File: config.mk
export PLATFORM = sky130hd
export DESIGN_NAME = dev_addr_decoder
export DESIGN_NICKNAME = d
export VERILOG_FILES = /design/src/rtl/dad_pkg.sv /design/src/rtl/dad_cfg_snapshot.sv /design/src/rtl/dad_addr_match.sv /design/src/rtl/dad_protect_resolve.sv /design/src/rtl/dev_addr_decoder.sv
export SDC_FILE = /design/constraint.sdc
export NUM_CORES = 1
export LEC_CHECK = 0
export ABC_AREA = 1
export BUFFER_PORTS_ARGS = -buffer_cell sky130_fd_sc_hd__buf_2
export CAP_MARGIN = 20
export CELL_PAD_IN_SITES_DETAIL_PLACEMENT = 1
export CELL_PAD_IN_SITES_GLOBAL_PLACEMENT = 1
export CORE_UTILIZATION = 33
export DETAILED_ROUTE_END_ITERATION = 6
export PLACE_DENSITY = 0.78
export SLEW_MARGIN = 20
export SYNTH_ARGS = -nofsm -noshare
export SYNTH_HDL_FRONTEND = slang
export SYNTH_SLANG_ARGS = --single-unit
File: constraint.sdc
create_clock -name clk -period 1.3 [get_ports clk]
set_input_delay 0.26 -clock clk [delete_from_list [all_inputs] [get_ports clk]]
set_output_delay 0.26 -clock clk [all_outputs]
set_load 0.01 [all_outputs]
File: src/rtl/dad_pkg.sv
package dad_pkg;
  typedef enum logic [1:0] {
    TGT_NONE = 2'd0,
    TGT_MEM  = 2'd1,
    TGT_CFG  = 2'd2
  } target_e;

  typedef enum logic [1:0] {
    PROT_BLOCK   = 2'b00,
    PROT_ACKONLY = 2'b01,
    PROT_RDONLY  = 2'b10,
    PROT_FULL    = 2'b11
  } prot_e;

  typedef struct packed {
    prot_e      prot;
    logic       en;
    logic [2:0] slv;
  } port_cfg_t;

  localparam int CFG_W = $bits(port_cfg_t);
  localparam port_cfg_t CFG_DEFAULT = '{prot: PROT_FULL, en: 1'b1, slv: 3'b000};
endpackage

File: src/rtl/dad_cfg_snapshot.sv
module dad_cfg_snapshot
  import dad_pkg::*;
#(
  parameter int NPORTS = 3
) (
  input  logic                      clk,
  input  logic                      rst,
  input  logic                      start_i,
  input  logic [NPORTS*CFG_W-1:0]   cfg_flat_i,
  output port_cfg_t [NPORTS-1:0]    snap_o
);
  for (genvar p = 0; p < NPORTS; p++) begin : g_port
    always_ff @(posedge clk) begin
      if (rst) begin
        snap_o[p] <= CFG_DEFAULT;
      end else if (start_i) begin
        snap_o[p] <= port_cfg_t'(cfg_flat_i[p*CFG_W +: CFG_W]);
      end
    end
  end
endmodule

File: src/rtl/dad_addr_match.sv
module dad_addr_match
  import dad_pkg::*;
#(
  parameter bit       IS_CTL     = 1'b0,
  parameter bit       FIXED_BANK = 1'b0,
  parameter bit [3:0] DEV_CODE   = 4'b1010
) (
  input  logic [7:1] addr_i,
  input  port_cfg_t  cfg_i,
  output logic       hit_o,
  output logic       bank_o
);
  localparam logic [2:0] CMP_MASK = IS_CTL ? 3'b110 : 3'b111;

  logic code_ok;
  logic slave_ok;

  assign code_ok  = (addr_i[7:4] == DEV_CODE);
  assign slave_ok = !cfg_i.en || (((addr_i[3:1] ^ cfg_i.slv) & CMP_MASK) == 3'b000);
  assign hit_o    = code_ok && slave_ok;

  if (IS_CTL) begin : g_ctl_bank
    assign bank_o = addr_i[1];
  end else begin : g_fixed_bank
    assign bank_o = FIXED_BANK;
  end
endmodule

File: src/rtl/dad_protect_resolve.sv
module dad_protect_resolve
  import dad_pkg::*;
(
  input  logic    port_ok_i,
  input  logic    mem_hit_i,
  input  logic    cfg_hit_i,
  input  logic    busy_i,
  input  logic    rd_req_i,
  input  logic    bank_i,
  input  prot_e   prot_i,
  output logic    ack_o,
  output target_e tgt_o,
  output logic    bank_o,
  output logic    rd_ok_o,
  output logic    wr_ok_o
);
  always_comb begin
    ack_o   = 1'b0;
    tgt_o   = TGT_NONE;
    bank_o  = 1'b0;
    rd_ok_o = 1'b0;
    wr_ok_o = 1'b0;
    if (!busy_i && port_ok_i) begin
      if (cfg_hit_i) begin
        ack_o   = 1'b1;
        tgt_o   = TGT_CFG;
        rd_ok_o = rd_req_i;
        wr_ok_o = !rd_req_i;
      end else if (mem_hit_i) begin
        case (prot_i)
          PROT_ACKONLY: begin
            ack_o  = 1'b1;
            tgt_o  = TGT_MEM;
            bank_o = bank_i;
          end
          PROT_RDONLY: begin
            ack_o   = 1'b1;
            tgt_o   = TGT_MEM;
            bank_o  = bank_i;
            rd_ok_o = rd_req_i;
          end
          PROT_FULL: begin
            ack_o   = 1'b1;
            tgt_o   = TGT_MEM;
            bank_o  = bank_i;
            rd_ok_o = rd_req_i;
            wr_ok_o = !rd_req_i;
          end
          default: ack_o = 1'b0;
        endcase
      end
    end
  end
endmodule

File: src/rtl/dev_addr_decoder.sv
module dev_addr_decoder
  import dad_pkg::*;
#(
  parameter int       NPORTS      = 3,
  parameter int       CTL_PORT    = 2,
  parameter int       PID_W       = $clog2(NPORTS + 1),
  parameter bit [3:0] DEV_CODE    = 4'b1010,
  parameter bit [6:0] CFG_DEVADDR = 7'b1011100
) (
  input  logic             clk,
  input  logic             rst,
  input  logic             start_i,
  input  logic [5:0]       cfg_pa_i,
  input  logic [5:0]       cfg_pb_i,
  input  logic [5:0]       cfg_ctl_i,
  input  logic             busy_i,
  input  logic             addr_valid_i,
  input  logic [PID_W-1:0] port_sel_i,
  input  logic [7:0]       addr_byte_i,
  output logic             res_valid_o,
  output logic             ack_o,
  output logic [1:0]       target_o,
  output logic             bank_sel_o,
  output logic             rd_allow_o,
  output logic             wr_allow_o
);
  localparam logic [PID_W-1:0] CTL_ID = PID_W'(CTL_PORT);

  logic [NPORTS*CFG_W-1:0] cfg_flat;
  port_cfg_t [NPORTS-1:0]  snap;
  logic [NPORTS-1:0]       hit_v;
  logic [NPORTS-1:0]       bank_v;

  assign cfg_flat = {cfg_ctl_i, cfg_pb_i, cfg_pa_i};

  dad_cfg_snapshot #(.NPORTS(NPORTS)) u_snap (
    .clk        (clk),
    .rst        (rst),
    .start_i    (start_i),
    .cfg_flat_i (cfg_flat),
    .snap_o     (snap)
  );

  for (genvar p = 0; p < NPORTS; p++) begin : g_match
    dad_addr_match #(
      .IS_CTL     (p == CTL_PORT),
      .FIXED_BANK ((p % 2) == 1),
      .DEV_CODE   (DEV_CODE)
    ) u_match (
      .addr_i (addr_byte_i[7:1]),
      .cfg_i  (snap[p]),
      .hit_o  (hit_v[p]),
      .bank_o (bank_v[p])
    );
  end

  logic      port_ok;
  logic      sel_hit;
  logic      sel_bank;
  prot_e     sel_prot;
  logic      cfg_hit;

  always_comb begin
    port_ok  = (32'(port_sel_i) < NPORTS);
    sel_hit  = 1'b0;
    sel_bank = 1'b0;
    sel_prot = PROT_BLOCK;
    if (port_ok) begin
      sel_hit  = hit_v[port_sel_i];
      sel_bank = bank_v[port_sel_i];
      sel_prot = snap[port_sel_i].prot;
    end
  end

  assign cfg_hit = (port_sel_i == CTL_ID) && (addr_byte_i[7:1] == CFG_DEVADDR);

  logic    n_ack, n_bank, n_rd, n_wr;
  target_e n_tgt;

  dad_protect_resolve u_resolve (
    .port_ok_i (port_ok),
    .mem_hit_i (sel_hit),
    .cfg_hit_i (cfg_hit),
    .busy_i    (busy_i),
    .rd_req_i  (addr_byte_i[0]),
    .bank_i    (sel_bank),
    .prot_i    (sel_prot),
    .ack_o     (n_ack),
    .tgt_o     (n_tgt),
    .bank_o    (n_bank),
    .rd_ok_o   (n_rd),
    .wr_ok_o   (n_wr)
  );

  always_ff @(posedge clk) begin
    if (rst || !addr_valid_i) begin
      res_valid_o <= 1'b0;
      ack_o       <= 1'b0;
      target_o    <= TGT_NONE;
      bank_sel_o  <= 1'b0;
      rd_allow_o  <= 1'b0;
      wr_allow_o  <= 1'b0;
    end else begin
      res_valid_o <= 1'b1;
      ack_o       <= n_ack;
      target_o    <= n_tgt;
      bank_sel_o  <= n_bank;
      rd_allow_o  <= n_rd;
      wr_allow_o  <= n_wr;
    end
  end
endmodule

==> results.py <==
metrics = {
    "critical_path": {
        "worst-setup-path-type": "reg -> reg",
        "arrival_ns": 1.36,
        "crit_required_ns": 1.55,
        "cp_max_fo": 2,
        "critical_path.endpoint_type": "flop",
        "startpoint_type": "flop",
    },
    "floorplanning": {
        "ioPinCount": 40,
        "core_area_mm2": 0.00308,
        "dieArea_mm2": 0.00350,
        "num_rows": 20,
        "start_util_pct": 35.1,
        "die_y_um": 59.2,
        "fp.dieW_um": 59.2,
    },
    "detailed_routing": {
        "wl_um": 2550,
        "route.vias.total": 1051,
        "viasPerCell": 4.51,
        "drc": 0,
        "wl_per_cell_um": 10.9,
        "drt_iter0_drc": 25,
        "antenna_left": 0,
        "first_pass_iters": 3,
    },
    "synthesis": {
        "synth_compound_area_share_pct": 14.7,
        "ys_types": 22,
        "synthXorXnorAreaFrac_pct": 2.43,
        "ys_seq_area_share_pct": 44.5,
        "synthSimpleGateAreaFrac_pct": 28.9,
        "syn_nets": 182,
        "yosys_warnings": 0,
        "synth_fa_ha_area_share_pct": 0,
        "ys_ff_latch": 24,
        "synth_top_area_share_pct": 44.5,
        "postSynthCellCount": 149,
        "synth_top_family_by_area": "simple AND/OR/NAND/NOR gates",
        "syn_avg_cell_area_um2": 7.25,
        "netlist_area_mm2": 0.00108,
        "yosysTopAreaCell": "dfxtp_1",
        "synth.mux.area_fraction_pct": 0,
        "synth_area_leaders": "dfxtp_1 44%, nand2_1 15%, o21ai_0 7.0%, inv_1 5.9%, a21oi_1 5.6%",
    },
    "job": {
        "maxCapViolations": 0,
    },
    "global_routing": {
        "globalRoute.totalOverflow": 0,
        "first_global_vias": 1099,
        "grt_pass1_wl_um": 4490,
        "antenna_found_initial": 0,
        "track_usage_pct": 16.9,
        "grt_max_degree": 20,
    },
    "pwr": {
        "ir_worst_vdd_v": 0.000417,
        "power_density_mw_per_mm2": 1020,
        "p_total_mw": 1.39,
        "leakagePower_nw": 0.712,
    },
    "clock_tree": {
        "cts_buffers": 3,
        "root_buffer": "clkbuf_4",
        "cts_sinks": 24,
        "postCtsHoldBufs": 0,
        "cts_buffer_depth": 2,
        "clkTransAtPathRegs_ns": 0.13,
        "htreeDepth": 1,
        "clock_latency_ns": 0.30,
        "cts_tree": "done",
    },
    "layout": {
        "antennaDiodeCount": 0,
        "final_cell_mix": "40 x nand2_1, 38 x buf_2, 22 x dfxtp_1, 17 x inv_1, 15 x o21ai_0",
        "layout_commonest_cell": "nand2_1",
        "drive_gt1_share_pct": 29.1,
        "area_growth_pct": 25.8,
        "fillers": 435,
        "finalNetCount": 223,
        "final_util_pct": 44.1,
    },
    "placed_design": {
        "place_ws_ns": 0.0225,
        "portBuffers": 38,
        "post-dp-hpwl_um": 2110,
        "gp_congestion": 0.820,
    },
    "min_path": {
        "hold_class": "in -> reg",
    },
    "sta": {
        "holdWs_ns": 0.164,
        "setup_tns_ns": 0,
        "slew_viol_final": 0,
        "rsz0062_at_grt": "no",
        "setup_ws_ns": 0.185,
        "fin_skew_ns": 0.00244,
        "slew_headroom_pct": 73.4,
        "fin_crit_sh_pct": 85.7,
        "period_minus_slack_ns": 1.11,
        "tightest_slew_ns": 0.399,
        "hold_viol_final": 0,
        "setup_viol": 0,
        "max_freq_ghz": 0.897,
    },
    "status": {
        "outcome": "completed",
    },
}
==> final cells by class <==
cell class	instances	area, µm²	share of cell area, %
multi-input cells	101	502	36.9
flip-flops and latches	24	483	35.5
repair buffers	40	205	15.1
inverters	20	77.6	5.71
well taps	44	55.1	4.05
clock buffers	4	36.3	2.67
==> critical path, stage by stage (launching register included) <==
cell and delay [ns]:
dfxtp_1 0.35, xor2_1 0.16, o21ai_0 0.18, nand2_1 0.09, nand2_2 0.09, nand2_1 0.07, a21oi_1 0.12
==> cells in the mapped netlist <==
cell type and count:
a21oi_1 12, a21oi_2 1, a22oi_1 2, buf_2 2
buf_6 1, clkbuf_1 1, clkinv_1 1, dfxtp_1 24
inv_1 17, inv_2 1, inv_4 1, nand2_1 42
nand3_1 11, nand3_2 1, nor2_1 10, nor2_8 1
nor3_1 1, nor3_2 1, nor3_4 1, o21ai_0 15
xnor2_1 1, xor2_1 2
==> flip-flops by register name (all words and copies together) (netlist names) <==
register / count
ack_o: 1
bank_sel_o: 1
rd_allow_o: 1
res_valid_o: 1
target_o: 2
u_snap.snap_o: 17
wr_allow_o: 1
==> kinds of logic (layout without fill, tap and decap cells) <==
group           count (synthesis)  in the layout
xor+xnor                        3              3
buf+inv                        24             64
flops                          24             24
compound gates                 30             30
simple gates                   68             68
==> path summary, 6_finish.rpt <==
path | cells past startpoint | slack (ns) | start | to
max | 6 | 0.19 | u_snap.snap_o[13] | wr_allow_o
max reg2reg | 6 | 0.19 | u_snap.snap_o[13] | wr_allow_o
min reg2reg | 2 | 0.47 | u_snap.snap_o[5] | u_snap.snap_o[5]
min | 3 | 0.16 | cfg_pb_i[3] | u_snap.snap_o[9]
==> where the power goes <==
part	switching (mW)	internal, mW
sequential	0.0183	0.775
combinational	0.127	0.0911
clock	0.210	0.171
total	0.355	1.04
==> routing by layer <==
metal,part of all wire [%],GRT usage [%],up-vias
met5,0,0,-
met4,0.79,7.14,0
met3,3.2,2.84,2
met2,51,30.2,21
met1,45,19.7,477
li1,-,-,551
==> per-stage QoR <==
step                      instance area, µm²  std cells
final                                   1360        233
after global routing                    1360        233
after CTS                               1350        233
after detailed placement                1320        229
after global placement                  1320        229
after floorplan                         1080        149
==> what timing repair did <==
action	4_1_cts	5_1_grt
resized for setup	0	4
setup endpoints to repair	0	1
buffers inserted	0	0
Note: power is estimated with default switching activity, not from simulation.
